==> config.mk <==
export PLATFORM = sky130hd
export DESIGN_NAME = latency_stage_xfer
export DESIGN_NICKNAME = d
export VERILOG_FILES = /design/src/rtl/xfer_pkg.sv /design/src/rtl/xfer_scan.sv /design/src/rtl/xfer_lanes.sv /design/src/rtl/xfer_compact.sv /design/src/rtl/latency_stage_xfer.sv
export SDC_FILE = /design/constraint.sdc
export NUM_CORES = 1
export LEC_CHECK = 0
export ABC_AREA = 1
export CAP_MARGIN = 20
export CORE_ASPECT_RATIO = 1.5
export CORE_MARGIN = 2
export CORE_UTILIZATION = 52
export CTS_CLUSTER_DIAMETER = 100
export CTS_CLUSTER_SIZE = 24
export DETAILED_ROUTE_END_ITERATION = 8
export PLACE_DENSITY = 0.78
export SYNTH_ARGS = -nofsm -noshare
export SYNTH_HDL_FRONTEND = slang
export SYNTH_SLANG_ARGS = --single-unit
==> constraint.sdc <==
create_clock -name clk -period 4 [get_ports clk]
set_input_delay 0.8 -clock clk [delete_from_list [all_inputs] [get_ports clk]]
set_output_delay 0.8 -clock clk [all_outputs]
set_load 0.05 [all_outputs]
==> src/rtl/xfer_pkg.sv <==
package xfer_pkg;
   function automatic int occ_bits(input int depth);
      return $clog2(depth + 1);
   endfunction
endpackage

==> src/rtl/xfer_scan.sv <==
module xfer_scan #(
   parameter int SRC_DEPTH = 4,
   parameter int DST_DEPTH = 3,
   parameter int WIDTH     = 2,
   parameter int TIME_W    = 16,
   parameter int CNT_W     = 3,
   parameter int DCNT_W    = 2
) (
   input  logic [CNT_W-1:0]  src_cnt_i,
   input  logic [TIME_W-1:0] rt_i [SRC_DEPTH],
   input  logic [TIME_W-1:0] now_i,
   input  logic [DCNT_W-1:0] dst_cnt_i,
   output logic [SRC_DEPTH-1:0] move_o
);
   logic [SRC_DEPTH-1:0] elig;

   for (genvar i = 0; i < SRC_DEPTH; i++) begin : g_slot
      if (i < WIDTH) begin : g_window
         assign elig[i] = (i < int'(src_cnt_i)) && (rt_i[i] <= now_i);
      end else begin : g_beyond
         assign elig[i] = 1'b0;
      end
   end

   always_comb begin
      int taken;
      taken  = 0;
      move_o = '0;
      for (int i = 0; i < SRC_DEPTH; i++) begin
         if (elig[i] && (int'(dst_cnt_i) + taken < DST_DEPTH)) begin
            move_o[i] = 1'b1;
            taken     = taken + 1;
         end
      end
   end
endmodule

==> src/rtl/xfer_lanes.sv <==
module xfer_lanes #(
   parameter int SRC_DEPTH = 4,
   parameter int WIDTH     = 2,
   parameter int TAG_W     = 4,
   parameter int TIME_W    = 16,
   parameter int LATENCY   = 3
) (
   input  logic [SRC_DEPTH-1:0] move_i,
   input  logic [TAG_W-1:0]     tag_i [SRC_DEPTH],
   input  logic [TIME_W-1:0]    now_i,
   output logic [WIDTH-1:0]        valid_o,
   output logic [WIDTH*TAG_W-1:0]  tag_o,
   output logic [WIDTH*TIME_W-1:0] time_o
);
   localparam logic [TIME_W-1:0] LAT_T = TIME_W'(LATENCY);
   logic [TIME_W-1:0] stamp;

   assign stamp = now_i + LAT_T;

   always_comb begin
      int m;
      m       = 0;
      valid_o = '0;
      tag_o   = '0;
      time_o  = '0;
      for (int i = 0; i < WIDTH; i++) begin
         if (move_i[i]) begin
            for (int k = 0; k < WIDTH; k++) begin
               if (k == m) begin
                  valid_o[k]                 = 1'b1;
                  tag_o[k*TAG_W +: TAG_W]    = tag_i[i];
                  time_o[k*TIME_W +: TIME_W] = stamp;
               end
            end
            m = m + 1;
         end
      end
   end
endmodule

==> src/rtl/xfer_compact.sv <==
module xfer_compact #(
   parameter int SRC_DEPTH = 4,
   parameter int TAG_W     = 4,
   parameter int TIME_W    = 16,
   parameter int CNT_W     = 3
) (
   input  logic [CNT_W-1:0]     cnt_i,
   input  logic [SRC_DEPTH-1:0] move_i,
   input  logic [TAG_W-1:0]     tag_i [SRC_DEPTH],
   input  logic [TIME_W-1:0]    rt_i  [SRC_DEPTH],
   input  logic                 push_i,
   input  logic [TAG_W-1:0]     push_tag_i,
   input  logic [TIME_W-1:0]    push_rt_i,
   output logic [TAG_W-1:0]     tag_o [SRC_DEPTH],
   output logic [TIME_W-1:0]    rt_o  [SRC_DEPTH],
   output logic [CNT_W-1:0]     cnt_o
);
   always_comb begin
      int k;
      k = 0;
      for (int j = 0; j < SRC_DEPTH; j++) begin
         tag_o[j] = tag_i[j];
         rt_o[j]  = rt_i[j];
      end
      for (int i = 0; i < SRC_DEPTH; i++) begin
         if ((i < int'(cnt_i)) && !move_i[i]) begin
            for (int j = 0; j < SRC_DEPTH; j++) begin
               if (j == k) begin
                  tag_o[j] = tag_i[i];
                  rt_o[j]  = rt_i[i];
               end
            end
            k = k + 1;
         end
      end
      if (push_i && (k < SRC_DEPTH)) begin
         for (int j = 0; j < SRC_DEPTH; j++) begin
            if (j == k) begin
               tag_o[j] = push_tag_i;
               rt_o[j]  = push_rt_i;
            end
         end
         k = k + 1;
      end
      cnt_o = CNT_W'(k);
   end
endmodule

==> src/rtl/latency_stage_xfer.sv <==
module latency_stage_xfer #(
   parameter int SRC_DEPTH = 4,
   parameter int DST_DEPTH = 3,
   parameter int WIDTH     = 2,
   parameter int LATENCY   = 3,
   parameter int TAG_W     = 4,
   parameter int TIME_W    = 16,
   localparam int CNT_W    = xfer_pkg::occ_bits(SRC_DEPTH),
   localparam int DCNT_W   = xfer_pkg::occ_bits(DST_DEPTH)
) (
   input  logic                    clk,
   input  logic                    rst_n,
   input  logic [TIME_W-1:0]       cycle_i,
   input  logic                    push_valid_i,
   input  logic [TAG_W-1:0]        push_tag_i,
   input  logic [TIME_W-1:0]       push_time_i,
   input  logic [DCNT_W-1:0]       dst_count_i,
   output logic [CNT_W-1:0]        src_count_o,
   output logic [WIDTH-1:0]        enq_valid_o,
   output logic [WIDTH*TAG_W-1:0]  enq_tag_o,
   output logic [WIDTH*TIME_W-1:0] enq_time_o
);
   if (SRC_DEPTH < 2) begin : g_bad_src
      $error("SRC_DEPTH must be at least 2");
   end
   if (DST_DEPTH < 1) begin : g_bad_dst
      $error("DST_DEPTH must be at least 1");
   end
   if ((WIDTH < 1) || (WIDTH > SRC_DEPTH)) begin : g_bad_width
      $error("WIDTH must lie in 1..SRC_DEPTH");
   end
   if ((LATENCY < 0) || (TAG_W < 1) || (TIME_W < 2)) begin : g_bad_field
      $error("LATENCY, TAG_W or TIME_W out of range");
   end

   logic [TAG_W-1:0]     tag_q  [SRC_DEPTH];
   logic [TIME_W-1:0]    rt_q   [SRC_DEPTH];
   logic [TAG_W-1:0]     tag_d  [SRC_DEPTH];
   logic [TIME_W-1:0]    rt_d   [SRC_DEPTH];
   logic [CNT_W-1:0]     cnt_q, cnt_d;
   logic [SRC_DEPTH-1:0] move;

   xfer_scan #(
      .SRC_DEPTH(SRC_DEPTH), .DST_DEPTH(DST_DEPTH), .WIDTH(WIDTH),
      .TIME_W(TIME_W), .CNT_W(CNT_W), .DCNT_W(DCNT_W)
   ) u_scan (
      .src_cnt_i(cnt_q), .rt_i(rt_q), .now_i(cycle_i),
      .dst_cnt_i(dst_count_i), .move_o(move)
   );

   xfer_lanes #(
      .SRC_DEPTH(SRC_DEPTH), .WIDTH(WIDTH), .TAG_W(TAG_W),
      .TIME_W(TIME_W), .LATENCY(LATENCY)
   ) u_lanes (
      .move_i(move), .tag_i(tag_q), .now_i(cycle_i),
      .valid_o(enq_valid_o), .tag_o(enq_tag_o), .time_o(enq_time_o)
   );

   xfer_compact #(
      .SRC_DEPTH(SRC_DEPTH), .TAG_W(TAG_W), .TIME_W(TIME_W), .CNT_W(CNT_W)
   ) u_compact (
      .cnt_i(cnt_q), .move_i(move), .tag_i(tag_q), .rt_i(rt_q),
      .push_i(push_valid_i), .push_tag_i(push_tag_i), .push_rt_i(push_time_i),
      .tag_o(tag_d), .rt_o(rt_d), .cnt_o(cnt_d)
   );

   always_ff @(posedge clk or negedge rst_n) begin
      if (!rst_n) begin
         cnt_q <= '0;
         for (int j = 0; j < SRC_DEPTH; j++) begin
            tag_q[j] <= '0;
            rt_q[j]  <= '0;
         end
      end else begin
         cnt_q <= cnt_d;
         for (int j = 0; j < SRC_DEPTH; j++) begin
            tag_q[j] <= tag_d[j];
            rt_q[j]  <= rt_d[j];
         end
      end
   end

   assign src_count_o = cnt_q;
endmodule

==> results of run 1 <==
## cells in the mapped netlist
cell and instances:
o21ai_0 36, buf_2 21, clkbuf_2 2, ha_1 45
xor2_1 10, nand3_1 146, a21oi_1 36, a21o_1 2
nand4_4 1, o21ai_1 21, nand4_1 87, a211oi_1 1
buf_4 2, clkbuf_1 35, nor2_2 1, dfrtp_1 83
buf_1 8, nand2_1 336, nand2_2 3, clkinv_1 1
o21ai_2 1, buf_6 8, inv_1 100, nor2_1 74
nor3_2 1, nor3_1 4
## flip-flops by register name (all words and copies together), names as in the netlist
name         cells
tag_q           16
src_count_o      3
rt_q            64
## worst max-delay path by stage
| stage | start | endpoint | slack (ns) | cells past startpoint |
|---|---|---|---|---|
| detailed placement | cycle_i[10] | rt_q[59] | -1.20 | 27 |
| CTS | cycle_i[10] | enq_time_o[26] | -0.48 | 21 |
| global route | cycle_i[0] | rt_q[60] | -0.79 | 35 |
| global placement | cycle_i[10] | rt_q[7] | -1.13 | 28 |
| finish | cycle_i[9] | rt_q[60] | -0.76 | 30 |
| floorplan | cycle_i[10] | enq_time_o[10] | -0.32 | 16 |
## worst max-delay path: cells and delay by family
kind | cells | cell delay (ns)
simple gates | 13 | 1.71
compound gates | 2 | 0.40
buf+inv | 9 | 0.84
fa+ha+maj | 6 | 1.19
## cell families (layout without fill, tap and decap cells)
family	count (synthesis)	after routing	share of synthesized area
AO/OA/AOI/OAI	97	97	0.0722
XOR/XNOR	10	10	0.0127
adder cells (fa/ha/maj)	45	45	0.0819
buffers and inverters	177	359	0.111
flip-flops	83	83	0.302
AND/OR/NAND/NOR	653	653	0.420
## layout make-up
cell class / instances / area [um^2] / share of cell area
Tap cell: 159 / 199 / 0.0176
Sequential cell: 83 / 2080 / 0.184
Clock buffer: 12 / 256 / 0.0227
Timing Repair Buffer: 242 / 3010 / 0.266
Clock inverter: 4 / 48.8 / 0.00432
Multi-Input combinational cell: 805 / 5280 / 0.468
Inverter: 101 / 422 / 0.0373
## routing by layer
metal / vias up / GRT usage / part of all wire
met1: 4235 / 0.441 / 0.32
met3: 334 / 0.0999 / 0.12
met2: 919 / 0.677 / 0.47
met4: 0 / 0.283 / 0.093
li1: 3875 / - / -
met5: - / 0 / 0
## stage by stage
step	worst slack (ns)	setup TNS, ns	instance area [um^2]
6_report	-0.756	-75.56	11300
4_1_cts	-0.482	-50.75	10800
3_5_place_dp	-1.20	-130.64	9410
3_3_place_gp	-1.13	-121.20	9410
2_1_floorplan	-0.320	-33.73	7540
5_1_grt	-0.793	-82.95	11300
## cell usage in the layout, fill, tap and decap left out, types with 10 or more instances in the layout
cell type / n
buf_16: 10
ha_1: 23
buf_6: 18
nand3_2: 13
nand4_1: 87
clkbuf_16: 12
dfrtp_1: 83
nand2_2: 76
buf_12: 64
o21ai_1: 24
inv_1: 76
inv_4: 10
nand2_4: 31
buf_4: 105
o21ai_0: 26
a21oi_1: 31
nor2_1: 34
nor2_4: 39
inv_2: 12
nand2_1: 231
ha_4: 21
clkdlybuf4s50_1: 25
nand3_1: 126
## timing repair
action	CTS	global route
endpoints found under the setup margin	125	125
gates cloned	15	3
pin swaps	85	64
gates resized for setup	174	146
buffers inserted	32	17
==> metrics, run 1 <==
sequential share of the synthesized area=0.302; achievable clock frequency=about 210 MHz; Rows=around 50; RSZ-0062 raised after global routing=yes; Post-Syn Instances=around 1.1k; top area cells in the synthesized netlist=dfrtp_1 30%, nand2_1 18%, nand3_1 11%; crit path max fanout=5; Die X-Extent=97.9 um; Die Y=approximately 140 um; drt pass-1 iters=9; Area Overhead vs Synth=64.2%; reg2reg start=rt_q[58]; CTS clk-pin slew, worst paths=approximately 0.06 ns; clock tree sinks=83; CP required=4.23 ns; Starting Density=0.531; CP startpoint kind=input port; CP max stage cell=nor3_4; Slew @ Worst Pin=approximately 1.2 ns; clock latency on the worst-skew pair=between 0.3 and 0.4 ns; Critical Path AT=roughly 5.0 ns; Hold WS=around 0.27 ns; share of cells above drive strength 1=0.371; Total Routing Usage GR=0.401; Placed Cells=around 1.3k; Warnings, synthesis=0; Slew Limit Fails=0; cells on worst reg2reg path=28; cell taking the most area after synthesis=dfrtp_1; status=finished with violations; CTS Buf Count=9; filler instances=about 610; initial antenna violation count=0; worst hold path class=input port to asynchronous set/reset pin; cts hold-fix bufs=0; Clock Tree Buf Depth=2; cell mode on critical path=ha_4; R2R setup slack=-0.65 ns; Slowest Stage Delay on Critical Path=roughly 0.27 ns; first-pass GRT wire length=45.0 mm; Final Hold Vio Count=0; syn_area_per_cell=approximately 6.5 um^2; period utilization=1.19; slew margin rel.=0.220; fin crit period=around 4.8 ns; die area=14200 um^2; HPWL after detailed placement=about 16 mm; post-synth top area share=0.302; post-route ant nets=0; Max H-tree Level=3; routed vias=roughly 9.4k; clk_skew=0.00940 ns; CTS tree=done; vias per cell=6.66; nets=1328; I/O Pins=86; Synth Cell Area=just under 7000 um^2; Final Core Density=0.872; final instance count without filler cells=~1.4k; CORE AREA=roughly 13000 um^2; grt total ovfl=0; root buffer cell=clkbuf_16; vias in the first global route=8716; final setup violation count=~130; DRC=30; average wire per standard cell=around 22 um; drt total wl=between 30 and 40 mm; Final WS setup=-0.756 ns; ant diodes=0; Final Wtd Congestion=0.951; critical path class=input port to flop; CP Capture Type=flop; Mapped Nets=approximately 1.2k; Crit Reg-Reg Endpoint=rt_q[60]; violated checks=DRC, setup timing; Synth Register Bits=83; pin count of the biggest net entering global routing=between 80 and 90; IO Port Bufs=85; 1st-iter DRT viols=around 1.8k; Yosys cell types=26; max cap viols=0
Power of run 1 is left out: the tool's default activity adds up to more than one toggle a clock period on the data nets, which glitch-free logic cannot reach.
==> run 2: changes to the inputs <==
PLACE_DENSITY = 0.77   (was 0.78)
==> run 2 against run 1 <==
The run ends with setup timing left. Register-to-register slack improved by 0.28 ns. Via count fell by 7.0%. Largest cell class unchanged. Global-route usage fell by 7.1 points.
==> metrics, run 2 (synthesis results as in run 1) <==
CTS tree=done; Clock Tree Buf Depth=2; HPWL after detailed placement=16.0 mm; status=finished with violations; share of cells above drive strength 1=0.347; average wire per standard cell=19.8 um; max reg flops=64; first-pass GRT wire length=roughly 38 mm; CP required=4.24 ns; Slowest Stage Delay on Critical Path=around 0.29 ns; slew margin rel.=0.226; Die X-Extent=97.9 um; Slew Limit Fails=0; grt total ovfl=0; Area Overhead vs Synth=59.1%; post-route ant nets=0; CP top delay family=simple AND/OR/NAND/NOR gates; fin crit period=approximately 4.5 ns; nets=1315; period utilization=1.12; Rows=51; initial antenna violation count=0; clock tree sinks=83; achievable clock frequency=between 200 and 250 MHz; die area=~14000 um^2; Final WS setup=-0.460 ns; Final Wtd Congestion=slightly above 0.9; vias in the first global route=about 8k; worst hold path class=input port to asynchronous set/reset pin; Starting Density=0.531; clock latency on the worst-skew pair=approximately 0.35 ns; CP startpoint kind=input port; CP Capture Type=flop; IO Port Bufs=85; ant diodes=0; largest register by flop count=rt_q; max cap viols=0; final instance count without filler cells=around 1.4k; CP max stage cell=clkbuf_16; pin count of the biggest net entering global routing=84; CTS Buf Count=9; R2R setup slack=-0.37 ns; drt total wl=27.5 mm; WP buf/inv=8; Slew @ Worst Pin=approximately 1.2 ns; root buffer cell=clkbuf_16; clk_skew=0.00795 ns; CORE AREA=between 10000 and 15000 um^2; Critical Path AT=approximately 4.7 ns; cell mode on critical path=ha_4; most frequent cells in the layout=240 x nand2_1, 137 x nand3_1, 98 x buf_4; CTS clk-pin slew, worst paths=roughly 0.06 ns; DRC=0; drt pass-1 iters=7; Die Y=about 140 um; Max H-tree Level=3; vias per cell=6.25; RSZ-0062 raised after global routing=yes; crit path max fanout=5; final setup violation count=around 130; critical path class=input port to flop; 1st-iter DRT viols=around 1.2k; routed vias=approximately 8.7k; Placed Cells=roughly 1.3k; Total Routing Usage GR=0.330; Final Hold Vio Count=0; most common cell after layout, fill and taps aside=nand2_1; violated checks=setup timing; I/O Pins=86
==> run 2: cell types whose count changed in the layout (fill, tap and decap cells not counted), moves of 3 or more <==
cell	change
buf_12	-8
buf_16	-7
buf_4	-7
buf_6	+4
clkbuf_16	+6
clkinvlp_4	+3
nand2_1	+9
nand2_2	-7
nand3_1	+11
nand3_2	-7
nand3_4	-4
==> run 2: stage by stage <==
step	cell area, um^2	worst slack [ns]	util	hold slack (ns)	TNS (ns)
6_report	10900	-0.460	0.844	0.274	-48.83
5_1_grt	10900	-0.593	0.844	0.282	-65.21
4_1_cts	10000	-0.533	0.773	0.609	-56.09
3_5_place_dp	9460	-1.19	0.730	0.592	-129.11
3_3_place_gp	9460	-1.10	0.730	0.583	-118.48
2_1_floorplan	7540	-0.320	-	0.504	-33.73
==> run 2: layer usage <==
| layer | up-vias | track usage | part of all wire |
|---|---|---|---|
| li1 | 3863 | - | - |
| met1 | 3959 | 0.391 | 0.33 |
| met2 | 695 | 0.587 | 0.49 |
| met3 | 189 | 0.0572 | 0.10 |
| met4 | 0 | 0.144 | 0.072 |
| met5 | - | 0 | 0 |
==> run 2: cell type report <==
cell class              instances  area (um^2)
multi-input cells             806         5140
repair buffers                228         2800
flip-flops and latches         83         2080
fillers                       700         2010
inverters                     101          432
clock buffers                  10          229
well taps                     159          199
clock inverters                 6         65.1
==> run 2: what timing repair did <==
item	4_1_cts	5_1_grt
gates resized for setup	78	196
cloned	4	13
buffers inserted	11	14
pin swaps	25	94
hold buffers	0	0
hold endpoints to repair	0	0
endpoints found under the setup margin	125	125
==> run 2: path summary, 6_finish.rpt <==
check / cells past startpoint / to / startpoint
worst max-delay path: 29 / rt_q[58] / cycle_i[13]
worst min-delay path: 1 / rt_q[11] / rst_n
worst max register to register: 24 / rt_q[58] / src_count_o[1]
worst min register to register: 4 / rt_q[48] / rt_q[0]
max in group asynchronous: 2 / tag_q[10] / rst_n
min in group clk: 4 / rt_q[48] / rt_q[0]
Power of run 2 is left out for the same reason.
